## src/rtl/phy_mgmt_pkg.sv

```systemverilog
package phy_mgmt_pkg;
    localparam int DW    = 8;
    localparam int AW    = 3;
    localparam int CNT_W = 2 * DW;
    localparam int NCNT  = 4;
    localparam int NSTK  = 6;

    typedef enum logic [AW-1:0] {
        A_MCR  = 3'd0,
        A_STAT = 3'd1,
        A_DIAG = 3'd2,
        A_LED  = 3'd3,
        A_CLO  = 3'd4,
        A_CHI  = 3'd5,
        A_SEL  = 3'd6
    } reg_addr_e;

    typedef enum logic [1:0] {
        LB_NORMAL = 2'd0,
        LB_LOCAL  = 2'd1,
        LB_REMOTE = 2'd2
    } lb_mode_e;

    localparam logic [DW-1:0] LED_MASK  = 8'h78;
    localparam logic [DW-1:0] DIAG_MASK = 8'hEF;
    localparam int DIAG_FLUSH_BIT = 4;
    localparam int MCR_IRQ_EN_BIT = 0;
    localparam int MCR_HALT_BIT   = 2;

    typedef struct packed {
        logic [DW-1:0]    mcr;
        logic [DW-1:0]    diag;
        logic [DW-1:0]    led;
        logic [NCNT-1:0]  sel;
        logic [CNT_W-1:0] hold;
        logic [NSTK-1:0]  sticky;
        logic             flush;
    } regs_t;
endpackage

```

## src/rtl/phy_sig_sync.sv

```systemverilog
module phy_sig_sync #(
    parameter int STAGES = 2
) (
    input  logic clk,
    input  logic rst_n,
    input  logic sig_in,
    output logic sig_lvl,
    output logic sig_edge
);
    logic [STAGES:0] sh_d, sh_q;

    always_comb begin
        sh_d = {sh_q[STAGES-1:0], sig_in};
    end

    always_ff @(posedge clk or negedge rst_n) begin
        if (!rst_n) sh_q <= '0;
        else        sh_q <= sh_d;
    end

    assign sig_lvl  = sh_q[STAGES-1];
    assign sig_edge = sh_q[STAGES-1] ^ sh_q[STAGES];
endmodule

```

## src/rtl/phy_evt_counter.sv

```systemverilog
module phy_evt_counter #(
    parameter int W = 16
) (
    input  logic         clk,
    input  logic         rst_n,
    input  logic         inc,
    input  logic         clr,
    output logic [W-1:0] cnt
);
    localparam logic [W-1:0] CMAX = '1;
    logic [W-1:0] cnt_d, cnt_q;

    always_comb begin
        if (clr)
            cnt_d = inc ? W'(1) : '0;
        else if (inc && cnt_q != CMAX)
            cnt_d = cnt_q + W'(1);
        else
            cnt_d = cnt_q;
    end

    always_ff @(posedge clk or negedge rst_n) begin
        if (!rst_n) cnt_q <= '0;
        else        cnt_q <= cnt_d;
    end

    assign cnt = cnt_q;
endmodule

```

## src/rtl/phy_mgmt_regs.sv

```systemverilog
module phy_mgmt_regs
    import phy_mgmt_pkg::*;
#(
    parameter int SYNC_STAGES = 2
) (
    input  logic          clk,
    input  logic          rst_n,
    input  logic          wr_en,
    input  logic          rd_en,
    input  logic [AW-1:0] addr,
    input  logic [DW-1:0] wdata,
    output logic [DW-1:0] rdata,
    input  logic          ev_sym_err,
    input  logic          ev_tx_cell,
    input  logic          ev_rx_cell,
    input  logic          ev_hec_err,
    input  logic          ev_short_cell,
    input  logic          ev_tx_par_err,
    input  logic          ev_fifo_ovr,
    input  logic          good_sig_in,
    output logic          irq,
    output logic [1:0]    loop_mode,
    output logic          rx_flush,
    output logic          halt_tx
);
    regs_t st_d, st_q;

    logic             sig_lvl, sig_edge;
    logic [NCNT-1:0]  cnt_inc, cnt_clr;
    logic [CNT_W-1:0] cnt_val [NCNT];
    logic [NSTK-1:0]  stk_set;
    logic [NSTK-1:0]  sticky_now;
    logic             sel_ok;

    phy_sig_sync #(.STAGES(SYNC_STAGES)) u_sync (
        .clk(clk), .rst_n(rst_n), .sig_in(good_sig_in),
        .sig_lvl(sig_lvl), .sig_edge(sig_edge)
    );

    // counter index equals the select bit position
    assign cnt_inc = {ev_sym_err, ev_tx_cell, ev_rx_cell, ev_hec_err};

    generate
        for (genvar gi = 0; gi < NCNT; gi++) begin : g_cnt
            phy_evt_counter #(.W(CNT_W)) u_cnt (
                .clk(clk), .rst_n(rst_n), .inc(cnt_inc[gi]),
                .clr(cnt_clr[gi]), .cnt(cnt_val[gi])
            );
        end
    endgenerate

    assign stk_set = {ev_hec_err, ev_short_cell, ev_tx_par_err,
                      sig_edge, ev_sym_err, ev_fifo_ovr};

    assign sel_ok  = wr_en && (addr == A_SEL) && $onehot(wdata[NCNT-1:0]);
    assign cnt_clr = sel_ok ? wdata[NCNT-1:0] : '0;

    always_comb begin
        st_d       = st_q;
        st_d.flush = 1'b0;
        if (wr_en) begin
            case (addr)
                A_MCR:  st_d.mcr = wdata;
                A_DIAG: begin
                    st_d.diag  = wdata & DIAG_MASK;
                    st_d.flush = wdata[DIAG_FLUSH_BIT];
                end
                A_LED:  st_d.led = wdata & LED_MASK;
                default: ;
            endcase
        end
        if (sel_ok) begin
            st_d.sel = wdata[NCNT-1:0];
            for (int i = 0; i < NCNT; i++)
                if (wdata[i]) st_d.hold = cnt_val[i];
        end
        if (rd_en && addr == A_STAT)
            st_d.sticky = stk_set;
        else
            st_d.sticky = st_q.sticky | stk_set;
    end

    always_ff @(posedge clk or negedge rst_n) begin
        if (!rst_n) st_q <= '0;
        else        st_q <= st_d;
    end

    always_comb begin
        case (addr)
            A_MCR:   rdata = st_q.mcr;
            A_STAT:  rdata = {1'b0, sig_lvl, st_q.sticky};
            A_DIAG:  rdata = st_q.diag;
            A_LED:   rdata = st_q.led;
            A_CLO:   rdata = st_q.hold[DW-1:0];
            A_CHI:   rdata = st_q.hold[CNT_W-1:DW];
            A_SEL:   rdata = {{(DW-NCNT){1'b0}}, st_q.sel};
            default: rdata = '0;
        endcase
    end

    always_comb begin
        case (st_q.diag[1:0])
            2'b10:   loop_mode = LB_LOCAL;
            2'b11:   loop_mode = LB_REMOTE;
            default: loop_mode = LB_NORMAL;
        endcase
    end

    assign sticky_now = st_q.sticky;
    assign irq        = st_q.mcr[MCR_IRQ_EN_BIT] && (|sticky_now);
    assign rx_flush   = st_q.flush;
    assign halt_tx    = st_q.mcr[MCR_HALT_BIT];
endmodule

```

## config.mk

```make
export PLATFORM = sky130hd
export DESIGN_NAME = phy_mgmt_regs
export DESIGN_NICKNAME = d
export VERILOG_FILES = /design/src/rtl/phy_mgmt_pkg.sv /design/src/rtl/phy_sig_sync.sv /design/src/rtl/phy_evt_counter.sv /design/src/rtl/phy_mgmt_regs.sv
export SDC_FILE = /design/constraint.sdc
export NUM_CORES = 1
export LEC_CHECK = 0
export BUFFER_PORTS_ARGS = -buffer_cell sky130_fd_sc_hd__buf_4
export CORE_MARGIN = 1
export CORE_UTILIZATION = 50
export CTS_CLUSTER_DIAMETER = 120
export CTS_CLUSTER_SIZE = 30
export DETAILED_ROUTE_END_ITERATION = 7
export GPL_ROUTABILITY_DRIVEN = 0
export PLACE_DENSITY = 0.67
export SETUP_SLACK_MARGIN = 0.3
export SKIP_LAST_GASP = 1
export SLEW_MARGIN = 20
export SYNTH_ARGS = -nofsm -noshare
export SYNTH_HDL_FRONTEND = slang
export SYNTH_SLANG_ARGS = --single-unit
```

## constraint.sdc

```tcl
create_clock -name clk -period 2.8 [get_ports clk]
set_input_delay 0.14 -clock clk [delete_from_list [all_inputs] [get_ports clk]]
set_output_delay 0.14 -clock clk [all_outputs]
set_load 0.1 [all_outputs]
```

==> reports/results.tsv <==
stage	metric	value	unit
synth	#FFs+latches synth	113	
route	DRC viols	0	
timing	fmax	450	MHz
worst_setup_path	Worst Path Max Fanout	16	
timing	setup ws final	576	ps
final_layout	layout cells sized above 1	0.217	
power_and_ir_drop	Leak	0.00323	µW
grt	initial antenna violation count	0	
worst_setup_path	CP max stage delay	530	ps
worst_setup_path	critical path type	in2reg	
floorplan	row count	41	
worst_setup_path	Critical Path AT	2520	ps
final_layout	Area Growth Syn to Fin	19.2	%
synth	register area share after synthesis	0.437	
timing	Slew Viols, Final	0	
clocking	Clock Tree Buf Depth	2	
worst_hold_path	worst hold path startpoint	ev_hec_err	
placed_design	# port buffers	35	
synth	post-synthesis cell area	0.00647	mm²
grt	gr usage total	0.266	
synth	list of most frequent post-synthesis cells	dfrtp_1 (113), nand2_1 (60), mux2_2 (54)	
floorplan	IO Count	36	
clocking	CTS buffer count	17	
floorplan	die area	0.0134	mm²
route	DRT Wirelength	16800	µm
worst_setup_path	Top Family by Delay on Critical Path	adder cells	
clocking	clk sinks	113	
worst_setup_path	R2R Path End	g_cnt[0].u_cnt.cnt[0]	
run	max_cap viols	0	
clocking	H-tree depth	4	
worst_setup_path	Worst R2R Path Depth	5	
synth	Syn. warnings	0	
floorplan	die width	116	µm
worst_setup_path	CP max-delay cell	fa_1	
worst_hold_path	Hold Path Class	in2reg	
synth	Yosys top cell area share	0.437	
route	routed vias	5524	
grt	total gr overflow	0	
grt	first-pass GRT wire length	27100	µm
clocking	CTS tree	done	
final_layout	fin nets	737	
synth	Syn Nets	687	
clocking	Root Buffer	clkbuf_16	
timing	Post-Route Setup TNS	0	ps
route	WL per Instance	18.8	µm
route	Antenna Violating Nets Remaining	0	
placed_design	half-perimeter wire length after placement	11900	µm
timing	Hold Vio Cnt, Final	0	
power_and_ir_drop	Peak VDD IR	0.000409	V
synth	Syn Inst Count	656	
final_layout	Filler Cell Count	1053	
timing	Final period util	0.794	
outcome	status	finished clean	
worst_setup_path	CP most frequent cell	inv_1	
synth	cell taking the most area after synthesis	dfrtp_1	
route	Iteration-0 DRC Markers	440	
synth	most instantiated library cell after synthesis	dfrtp_1	
route	Via density	6.20	
grt	vias in the first global route	5352	
timing	Rel. slew slack	0.349	
synth	Main synth FF type	dfrtp_1	
clocking	PostCTS Resize Cnt	0	
synth	Async S/R FF share, synth	1.00	
timing	RSZ-0062 raised after global routing	no	
worst_setup_path	Worst Setup Start Kind	input pin	
floorplan	DIE HEIGHT	116	µm
timing	Slew @ Worst Pin	968	ps
power_and_ir_drop	total power divided by cell area	700	mW/mm²
worst_hold_path	hold path cells	2	
synth	Mean Syn Cell Area	9.86	µm²
synth	unique cell type count in the Yosys netlist	65	
worst_setup_path	Worst R2R Setup Slack	690	ps
clocking	worst-skew pair later-pin latency	420	ps
worst_setup_path	Worst Path Buf+Inv	4	
placed_design	post-placement setup slack	150	ps
timing	Final min period	2220	ps
synth	number of synthesized flops with an enable pin	0	
floorplan	Core Area	0.0126	mm²
worst_setup_path	Worst EP required	3100	ps
grt	largest net degree at the start of global routing	62	
worst_setup_path	Worst Setup End Kind	flip-flop	
final_layout	diode count	0	
worst_setup_path	critical path, cell by cell	buf_4, inv_1, fa_1, inv_1, ha_2, ha_1, and4b_1, nand2_4, a21oi_4, buf_12, mux2_2	
synth	top cells by area, synth	dfrtp_1 (44%), mux2_2 (9.4%), mux2i_1 (4.0%)	
timing	# setup viols final	0	
clocking	Reg clk slew, reported paths	50	ps
worst_setup_path	worst reg2reg startpoint	g_cnt[0].u_cnt.cnt[0]	
floorplan	Initial Utilization	0.512	
worst_hold_path	Min-Delay Endpoint	sticky_now[5]	
timing	worst hold slack	12.2	ps
route	DR pass1 iterations	5	
timing	skew final	7.83	ps
logic make-up (layout without fill, tap and decap cells):
kind of cell	Yosys count	after routing	synth area share
muxes	82	82	0.141
and+or+nand+nor	249	249	0.216
adders and majority gates	8	8	0.0166
buffers and inverters	45	108	0.0279
DFF	113	113	0.437
xor gates and xnor gates	4	4	0.00542
AOI/OAI and AO/OA	155	155	0.156
how the worst max path moves through the flow:
stage                   from                      to  slack [ps]  depth (start not counted)
floorplan            addr[0]                rdata[0]         180                          6
global placement    wdata[0]  g_cnt[1].u_cnt.cnt[15]         250                         11
detailed placement  wdata[0]   g_cnt[1].u_cnt.cnt[5]         150                         11
CTS                 wdata[0]                 st_q[9]         600                         11
global route        wdata[0]   g_cnt[3].u_cnt.cnt[7]         490                         10
finish              wdata[0]                 st_q[7]         580                         11
layer usage:
layer / vias up / track usage / part of all wire
met5: - / 0 / 0
met4: 0 / 0.106 / 0.020
met3: 28 / 0.0669 / 0.055
met2: 158 / 0.428 / 0.47
met1: 2737 / 0.346 / 0.45
li1: 2601 / - / -
layout by cell type (no fill, tap or decap), types with 3 or more instances in the layout:
cell type	count
or4_1	19
o21ai_0	47
o211a_1	3
and4_1	7
mux2i_1	26
nor2b_1	4
nor4_1	9
a22oi_1	5
clkbuf_16	17
clkinv_2	3
nand2b_1	7
mux2_2	44
inv_1	15
buf_4	46
nand2_1	60
dlygate4sd3_1	11
o31a_1	3
nand3_1	35
o211ai_1	5
a21o_1	5
nand4_1	24
or3_1	27
dfrtp_1	113
ha_1	6
nor3_1	4
a211oi_1	3
o311ai_0	3
and3_1	10
o22ai_1	3
o31ai_1	13
clkinvlp_4	6
o41ai_1	3
mux2_4	10
a21oi_1	44
and2_1	4
nor2_1	24
stage by stage:
stage               instances  power [µW]  utilization  cell area (µm²)
floorplan                 656        2930            -             6580
finish                    891        5400        0.611             7710
detailed placement        848        3290        0.556             7020
CTS                       891        5430        0.611             7710
global route              891        5660        0.611             7710
global placement          848        3240        0.556             7020
report_power, final:
part / switching [µW] / internal (µW) / leakage (µW)
sequential: 351 / 1900 / 0.00146
combinational: 615 / 428 / 0.00151
clock: 783 / 1330 / 0.000267
total: 1750 / 3650 / 0.00323
worst register-to-register path, stage by stage (launching register included):
cell and delay [ps]:
dfrtp_1 470, ha_1 240, nand4_1 200, nor4_1 620
a21boi_0 200, o221a_2 270
what timing repair did:
item / in CTS / in global routing
hold endpoints to repair: 95 / 0
hold buffers: 11 / 0
buffers inserted: 0 / 0
flip-flops by register name, indices dropped and copies added, names as in the netlist:
signal / flops
halt_tx: 1
g_cnt.u_cnt.cnt: 64
st_q: 38
rx_flush: 1
sticky_now: 6
u_sync.sh_q: 3
cell type report:
type / instances / area [µm²] / share of cell area
flip-flops and latches: 113 / 2830 / 0.367
clock inverters: 13 / 138 / 0.0178
repair buffers: 59 / 495 / 0.0642
clock buffers: 19 / 443 / 0.0574
well taps: 172 / 215 / 0.0279
multi-input cells: 498 / 3520 / 0.457
inverters: 17 / 68.8 / 0.00892
Power figures use the tool's default switching activity.
